**config.mk**
```make
export PLATFORM = sky130hd
export DESIGN_NAME = branch_spr_unit
export DESIGN_NICKNAME = d
export VERILOG_FILES = /design/src/rtl/bspr_pkg.sv /design/src/rtl/bspr_decode.sv /design/src/rtl/bspr_count.sv /design/src/rtl/bspr_link.sv /design/src/rtl/bspr_read.sv /design/src/rtl/branch_spr_unit.sv
export SDC_FILE = /design/constraint.sdc
export NUM_CORES = 1
export LEC_CHECK = 0
export ABC_CLOCK_PERIOD_IN_PS = 3300
export BUFFER_PORTS_ARGS = -buffer_cell sky130_fd_sc_hd__buf_2
export CAP_MARGIN = 20
export CORE_MARGIN = 10
export CORE_UTILIZATION = 46
export DETAILED_ROUTE_END_ITERATION = 7
export PLACE_DENSITY = 0.83
export REMOVE_ABC_BUFFERS = 1
export SETUP_SLACK_MARGIN = 0.02
export SYNTH_ARGS = -nofsm -noshare
export SYNTH_HDL_FRONTEND = slang
export SYNTH_SLANG_ARGS = --single-unit
```
**constraint.sdc**
```tcl
create_clock -name clk -period 3.3 [get_ports clk]
set_input_delay 0.66 -clock clk [delete_from_list [all_inputs] [get_ports clk]]
set_output_delay 0.66 -clock clk [all_outputs]
set_load 0.02 [all_outputs]
```
**src/rtl/bspr_pkg.sv**
```systemverilog
package bspr_pkg;
  localparam int unsigned DATA_W     = 32;
  localparam int unsigned NUM_W      = 10;
  localparam int unsigned ALIGN_BITS = 2;
  localparam int unsigned RET_OFFSET = 4;
  localparam int unsigned LR_NUM     = 8;
  localparam int unsigned CTR_NUM    = 9;
  localparam int unsigned USR_NUM    = 256;

  typedef enum logic [1:0] {
    SEL_NONE = 2'd0,
    SEL_LR   = 2'd1,
    SEL_CTR  = 2'd2,
    SEL_USR  = 2'd3
  } spr_sel_e;
endpackage

```
**src/rtl/bspr_decode.sv**
```systemverilog
module bspr_decode
  import bspr_pkg::*;
#(
  parameter int unsigned NW    = NUM_W,
  parameter int unsigned N_LR  = LR_NUM,
  parameter int unsigned N_CTR = CTR_NUM,
  parameter int unsigned N_USR = USR_NUM
) (
  input  logic [NW-1:0] num,
  output spr_sel_e      sel
);
  always_comb begin
    if (num == NW'(N_LR))       sel = SEL_LR;
    else if (num == NW'(N_CTR)) sel = SEL_CTR;
    else if (num == NW'(N_USR)) sel = SEL_USR;
    else                        sel = SEL_NONE;
  end
endmodule

```
**src/rtl/bspr_count.sv**
```systemverilog
module bspr_count #(
  parameter int unsigned W = 32
) (
  input  logic         clk,
  input  logic         rst,
  input  logic         port_wr,
  input  logic [W-1:0] port_data,
  input  logic         dec,
  output logic [W-1:0] count_q,
  output logic         zero_next
);
  logic [W-1:0] dec_val;

  // modulo subtraction gives the wrap from zero to all ones
  assign dec_val   = count_q - W'(1);
  assign zero_next = (dec_val == '0);

  always_ff @(posedge clk) begin
    if (rst)          count_q <= '0;
    else if (port_wr) count_q <= port_data;
    else if (dec)     count_q <= dec_val;
  end
endmodule

```
**src/rtl/bspr_link.sv**
```systemverilog
module bspr_link #(
  parameter int unsigned W   = 32,
  parameter int unsigned OFS = 4
) (
  input  logic         clk,
  input  logic         rst,
  input  logic         port_wr,
  input  logic [W-1:0] port_data,
  input  logic         capture,
  input  logic [W-1:0] pc,
  output logic [W-1:0] link_q
);
  logic [W-1:0] ret_addr;

  assign ret_addr = pc + W'(OFS);

  always_ff @(posedge clk) begin
    if (rst)          link_q <= '0;
    else if (port_wr) link_q <= port_data;
    else if (capture) link_q <= ret_addr;
  end
endmodule

```
**src/rtl/bspr_read.sv**
```systemverilog
module bspr_read
  import bspr_pkg::*;
#(
  parameter int unsigned W = 32
) (
  input  logic         clk,
  input  logic         rst,
  input  logic         rd_en,
  input  spr_sel_e     sel,
  input  logic [W-1:0] lr_q,
  input  logic [W-1:0] ctr_q,
  input  logic [W-1:0] usr_q,
  output logic [W-1:0] rd_data,
  output logic         rd_valid,
  output logic         illegal
);
  logic [W-1:0] mux_val;

  always_comb begin
    unique case (sel)
      SEL_LR:  mux_val = lr_q;
      SEL_CTR: mux_val = ctr_q;
      SEL_USR: mux_val = usr_q;
      default: mux_val = '0;
    endcase
  end

  always_ff @(posedge clk) begin
    if (rst) begin
      rd_data  <= '0;
      rd_valid <= 1'b0;
      illegal  <= 1'b0;
    end else begin
      rd_valid <= rd_en;
      illegal  <= rd_en && (sel == SEL_NONE);
      rd_data  <= rd_en ? mux_val : '0;
    end
  end
endmodule

```
**src/rtl/branch_spr_unit.sv**
```systemverilog
module branch_spr_unit
  import bspr_pkg::*;
#(
  parameter int unsigned W     = DATA_W,
  parameter int unsigned NW    = NUM_W,
  parameter int unsigned AB    = ALIGN_BITS,
  parameter int unsigned OFS   = RET_OFFSET,
  parameter int unsigned N_LR  = LR_NUM,
  parameter int unsigned N_CTR = CTR_NUM,
  parameter int unsigned N_USR = USR_NUM
) (
  input  logic          clk,
  input  logic          rst,
  input  logic [NW-1:0] spr_num,
  input  logic          spr_wr_en,
  input  logic [W-1:0]  spr_wr_data,
  input  logic          spr_rd_en,
  output logic [W-1:0]  spr_rd_data,
  output logic          spr_rd_valid,
  output logic          spr_illegal,
  input  logic          ctr_dec,
  output logic          ctr_zero,
  input  logic          link_wr,
  input  logic [W-1:0]  instr_addr,
  output logic [W-1:0]  lr_target,
  output logic [W-1:0]  ctr_target
);
  localparam int unsigned  N_TGT      = 2;
  localparam logic [W-1:0] ALIGN_MASK = ~W'((1 << AB) - 1);

  spr_sel_e     sel;
  logic [W-1:0] lr_q, ctr_q, usr_q;
  logic         wr_lr, wr_ctr, wr_usr;
  logic [N_TGT-1:0][W-1:0] tgt_src, tgt_out;

  bspr_decode #(.NW(NW), .N_LR(N_LR), .N_CTR(N_CTR), .N_USR(N_USR)) u_dec (
    .num (spr_num),
    .sel (sel)
  );

  assign wr_lr  = spr_wr_en && (sel == SEL_LR);
  assign wr_ctr = spr_wr_en && (sel == SEL_CTR);
  assign wr_usr = spr_wr_en && (sel == SEL_USR);

  bspr_link #(.W(W), .OFS(OFS)) u_link (
    .clk       (clk),
    .rst       (rst),
    .port_wr   (wr_lr),
    .port_data (spr_wr_data),
    .capture   (link_wr),
    .pc        (instr_addr),
    .link_q    (lr_q)
  );

  bspr_count #(.W(W)) u_count (
    .clk       (clk),
    .rst       (rst),
    .port_wr   (wr_ctr),
    .port_data (spr_wr_data),
    .dec       (ctr_dec),
    .count_q   (ctr_q),
    .zero_next (ctr_zero)
  );

  always_ff @(posedge clk) begin
    if (rst)         usr_q <= '0;
    else if (wr_usr) usr_q <= spr_wr_data;
  end

  bspr_read #(.W(W)) u_read (
    .clk      (clk),
    .rst      (rst),
    .rd_en    (spr_rd_en),
    .sel      (sel),
    .lr_q     (lr_q),
    .ctr_q    (ctr_q),
    .usr_q    (usr_q),
    .rd_data  (spr_rd_data),
    .rd_valid (spr_rd_valid),
    .illegal  (spr_illegal)
  );

  assign tgt_src[0] = lr_q;
  assign tgt_src[1] = ctr_q;

  for (genvar g = 0; g < N_TGT; g++) begin : g_align
    assign tgt_out[g] = tgt_src[g] & ALIGN_MASK;
  end

  assign lr_target  = tgt_out[0];
  assign ctr_target = tgt_out[1];
endmodule

```
After elaboration in Yosys (flattened, before gate mapping)
Cells that the tools add are included.
{"block": "classes", "n_bitwise": 1, "reduce_logical": 9, "eq_ne": 6, "n_mux": 8, "addsub": 2}
{"cell": "32-bit two-way mux", "count": 4}
{"cell": "32-bit one-hot mux with 3 select lines", "count": 1}
{"cell": "32-bit by 3-bit adder with 32-bit output, second input constant", "count": 1}
{"cell": "32-bit logical NOT", "count": 1}
{"cell": "32-bit by 1-bit subtractor with 32-bit output, second input constant", "count": 1}
{"cell": "10-bit by 4-bit == test with 1-bit output, second input constant", "count": 2}
{"cell": "10-bit by 9-bit == test with 1-bit output, second input constant", "count": 1}
{"cell": "2-bit two-way mux", "count": 3}
{"cell": "2-bit == test, second input constant", "count": 2}
{"cell": "1-bit logical AND", "count": 4}
{"cell": "2-bit nonzero test", "count": 2}
{"cell": "2-bit by 1-bit == test with 1-bit output, second input constant", "count": 1}
{"cell": "2-bit logical NOT", "count": 1}
{"cell": "2-bit OR reduction", "count": 1}
{"cell": "1-bit inverter", "count": 1}
{"block": "word_totals", "word_cells": 32, "ff_bits": 130, "in_bits": 80, "output_inout_bits": 99}

Depth between registers and ports, before layout
{"block": "logic_depth", "ltp_word": 7, "depth_mapped": 9}

Cells and area by module
Synthesis repeated with hierarchy kept, for this count alone.
{"block": "hier_totals", "hier_cells": 817, "hier_area_um2": 7300.8}
{"module": "bspr_count", "n_inst": 1, "cells_each": 268, "area_each_um2": 2205.9}
{"module": "bspr_link", "n_inst": 1, "cells_each": 242, "area_each_um2": 1935.6}
{"module": "bspr_read", "n_inst": 1, "cells_each": 151, "area_each_um2": 1581.5}
{"module": "branch_spr_unit", "n_inst": 1, "cells_each": 149, "area_each_um2": 1515.2}
{"module": "bspr_decode", "n_inst": 1, "cells_each": 7, "area_each_um2": 62.6}

Worst setup path after synthesis
OpenSTA, ideal clock, no wires.
{"block": "synth_timing", "path_type": "register -> output", "start": "register u_count.count_q[18]", "end": "output ctr_zero", "path_stages_with_launch": 9, "required_ps": 2640, "path_slack_ps": -170, "t_arrival_ps": 2810, "path_cell_list": "dfxtp_1 buf_2 or4_4 or4_4 buf_6 or4_4 o31a_1 a211oi_1 nor4b_2"}
{"block": "synth_via", "elab_chain_cells": 2}
{"item": "from (decl)", "line": "bspr_count.sv:9", "rtl": "output logic [W-1:0] count_q,"}
{"item": "from (signal assigned)", "line": "bspr_count.sv:20", "rtl": "else if (port_wr) count_q <= port_data;"}
{"item": "from (signal assigned)", "line": "bspr_count.sv:21", "rtl": "else if (dec) count_q <= dec_val;"}
{"item": "32-bit by 1-bit subtractor with 32-bit output", "line": "bspr_count.sv:15", "rtl": "assign dec_val = count_q - W'(1);"}
{"item": "32-bit logical NOT", "line": "bspr_count.sv:16", "rtl": "assign zero_next = (dec_val == '0);"}
{"item": "to (decl)", "line": "branch_spr_unit.sv:22", "rtl": "output logic ctr_zero,"}
No other way between the ends.

Worst setup path after layout
{"block": "layout_timing", "start": "register u_count.count_q[17]", "end": "output ctr_zero"}
The elaborated chain is that of the path after synthesis.

==> reports/results.txt <==
hold_buf cts = 0
Final nets = 1060
CP Capture Type = output port
crit path max fanout = 3
Worst-path clk slew = 0.05 ns
total power = 0.00506 W
critical path data arrival time = 3.02 ns
I/O Pins = 179
Ys Warns = 0
PwrDens = 609 nW/um2
slew margin rel. = 55.4%
most frequent cells in the layout = buf_2, dfxtp_1, nand2_1, nor2_1, a21oi_1
fill count = 1326
clk buf depth = 2
detailed router's first-iteration violation count = 974
Post-route DRC = 0
failing checks = setup timing
grt ovf = 0
cell count after synthesis = 858
Worst Setup Path Type = reg2out
Core Util, Final = 56.9%
Cell Rows = 44
clock skew = 0.00823 ns
pre-CTS setup slack = -0.0202 ns
CTS Sinks = 130
startpoint types = register
CTS tree = built
Leakage = 3.39 nW
Cells after DPL = 1142
Worst IR Drop VDD = 428 uV
TritonRoute pass-1 iters = 6
vias per cell = 5.89
routed via count = 6917
# diodes = 0
area of placed instances = 7730 um2
Post-synth EDFFs = 0
final setup margin = -0.380 ns
fin area = 8300 um2
HPWL Detailed = 16800 um
Setup Buffers After CTS = 0
Area Growth Syn to Fin = 20.3%
CTS buffer count = 17
Yosys reg bits = 130
Die Height = 142 um
distinct cell type count after synthesis = 53
WL final = 23300 um
Root Driver = clkbuf_16
initial antenna violation count = 0
outcome = finished with violations
overall die area = 20300 um2
share of layout cells above drive strength 1 = 28.8%
initial core utilization = 47.3%
Synth async-reset ratio = 0%
maxcap violations = 0
final worst path period share = 112%
Hold Vio Cnt, Final = 0
Synth Cell Area = 6900 um2
Slew Limit Fails = 0
Clk Latency, worst-skew pair = 0.43 ns
first-pass GRT wire length = 36400 um
Die W = 142 um
Tmin final = 3.68 ns
gr usage total = 22.2%
Non-Filler Instances = 1174
H-tree depth = 4
commonest non-fill, non-tap cell in the layout = buf_2
core area = 14600 um2
RSZ-0062 raised after global routing = true
largest net degree at the start of global routing = 64
Data required, critical path = 2.64 ns
Post-Syn Area per Cell = 8.04 um2
Worst Max-Slew Pin Slew = 0.669 ns
Final setup viols = 1
number of global-route vias before repair = 6705
WL/cell = 19.9 um
post-cts sizing count = 3
register area share after synthesis = 37.7%
IO Port Bufs = 174
Post-DRT Antenna Nets = 0
HP Class = reg2reg
Final GP Congestion = 0.955
Primary FF master, synth = dfxtp_1
FMAX = 272 MHz
-- critical path, cell delays in order, from the launching register on --
cell	delay, ns
dfxtp_1	0.32
or4_4	0.54
or4_4	0.44
or4_4	0.44
o31a_1	0.26
a211oi_2	0.15
nor4b_4	0.26
buf_4	0.19
-- Yosys cell counts, types with 2 or more instances --
cell type | n | area, um2
a21o_1 | 3 | 22.5
and3_1 | 7 | 43.8
or3_1 | 4 | 25.0
or4_1 | 5 | 37.5
nor4_2 | 2 | 25.0
a222oi_1 | 32 | 320
buf_6 | 2 | 22.5
and4_1 | 7 | 61.3
nand2b_1 | 3 | 18.8
nor3b_1 | 6 | 45.0
nand3_1 | 27 | 135
nand2_1 | 105 | 394
clkbuf_1 | 67 | 251
a21oi_1 | 65 | 325
buf_4 | 64 | 480
nand4_1 | 15 | 93.8
mux2i_1 | 3 | 30.0
a311o_1 | 2 | 20.0
a31oi_1 | 2 | 12.5
nor4_1 | 11 | 68.8
and2_1 | 3 | 18.8
nor2_1 | 103 | 387
or2_2 | 4 | 25.0
a2111oi_0 | 4 | 35.0
o211ai_1 | 5 | 37.5
xnor2_1 | 36 | 315
nor3_1 | 19 | 95.1
or4_4 | 3 | 33.8
a211o_1 | 2 | 17.5
buf_2 | 3 | 15.0
xor2_1 | 27 | 236
a211oi_1 | 41 | 308
ha_1 | 3 | 37.5
nor2b_1 | 2 | 12.5
a31o_2 | 4 | 35.0
nor4b_1 | 4 | 35.0
nor4b_2 | 2 | 30.0
o21ai_0 | 10 | 50.1
inv_1 | 8 | 30.0
dfxtp_1 | 130 | 2600
-- per-stage QoR --
step,setup TNS (ns),hold WS (ns)
after global placement,-0.000612,0.442
after global routing,-0.508,0.470
after CTS,-0.400,0.454
after floorplan,-121.98,0.430
final,-0.380,0.453
after detailed placement,-0.0202,0.446
-- worst paths after layout --
kind                                                        from                                to  slack [ns]  cells past startpoint
worst min-delay path                      usr_q[31]$_SDFFE_PP0P_            usr_q[31]$_SDFFE_PP0P_        0.45                      2
worst max-delay path            u_count.count_q[17]$_SDFFE_PP0P_                          ctr_zero       -0.38                      7
worst max register to register  u_count.count_q[17]$_SDFFE_PP0P_  u_count.count_q[31]$_SDFFE_PP0P_        0.86                      7
worst min register to register            usr_q[31]$_SDFFE_PP0P_            usr_q[31]$_SDFFE_PP0P_        0.45                      2
-- layout make-up --
cell class / count / area, um2 / area share [%]
Clock buffer: 22 / 454 / 5.47
Clock inverter: 10 / 86.3 / 1.04
Inverter: 8 / 30.0 / 0.362
Multi-Input combinational cell: 587 / 3560 / 42.9
Sequential cell: 130 / 2600 / 31.3
Tap cell: 184 / 230 / 2.77
Timing Repair Buffer: 233 / 1340 / 16.2
-- per-layer routing --
layer	GRT usage, %	wire, um	share of wire [%]	vias up
li1	-	-	-	3227
met1	27.3	9350	40	3231
met3	7.04	2510	11	41
met5	0	0	0	-
met2	35.8	11000	47	418
met4	7.77	502	2.2	0
-- logic make-up after synthesis --
group                      after synthesis  synth area share (%)
muxes                                    3                 0.435
adders and majority gates                3                 0.544
DFF                                    130                  37.7
xor gates and xnor gates                63                  8.00
buffers and inverters                  144                  11.6
and+or+nand+nor                        336                  23.5
AOI/OAI and AO/OA                      178                  18.2
other                                    1                0.0543
-- registers in the layout, indices dropped and copies added, names as in the netlist --
register and count:
u_read.illegal 1, u_read.rd_data 32, u_link.link_q 32, u_count.count_q 32
usr_q 32, u_read.rd_valid 1
-- where the power goes --
part           internal, W  switching, W  leakage, nW
sequential         0.00168     0.0000794         1.06
clock              0.00105      0.000697        0.260
combinational     0.000679      0.000876         2.07
No activity file was read; power rests on OpenSTA's default activity.
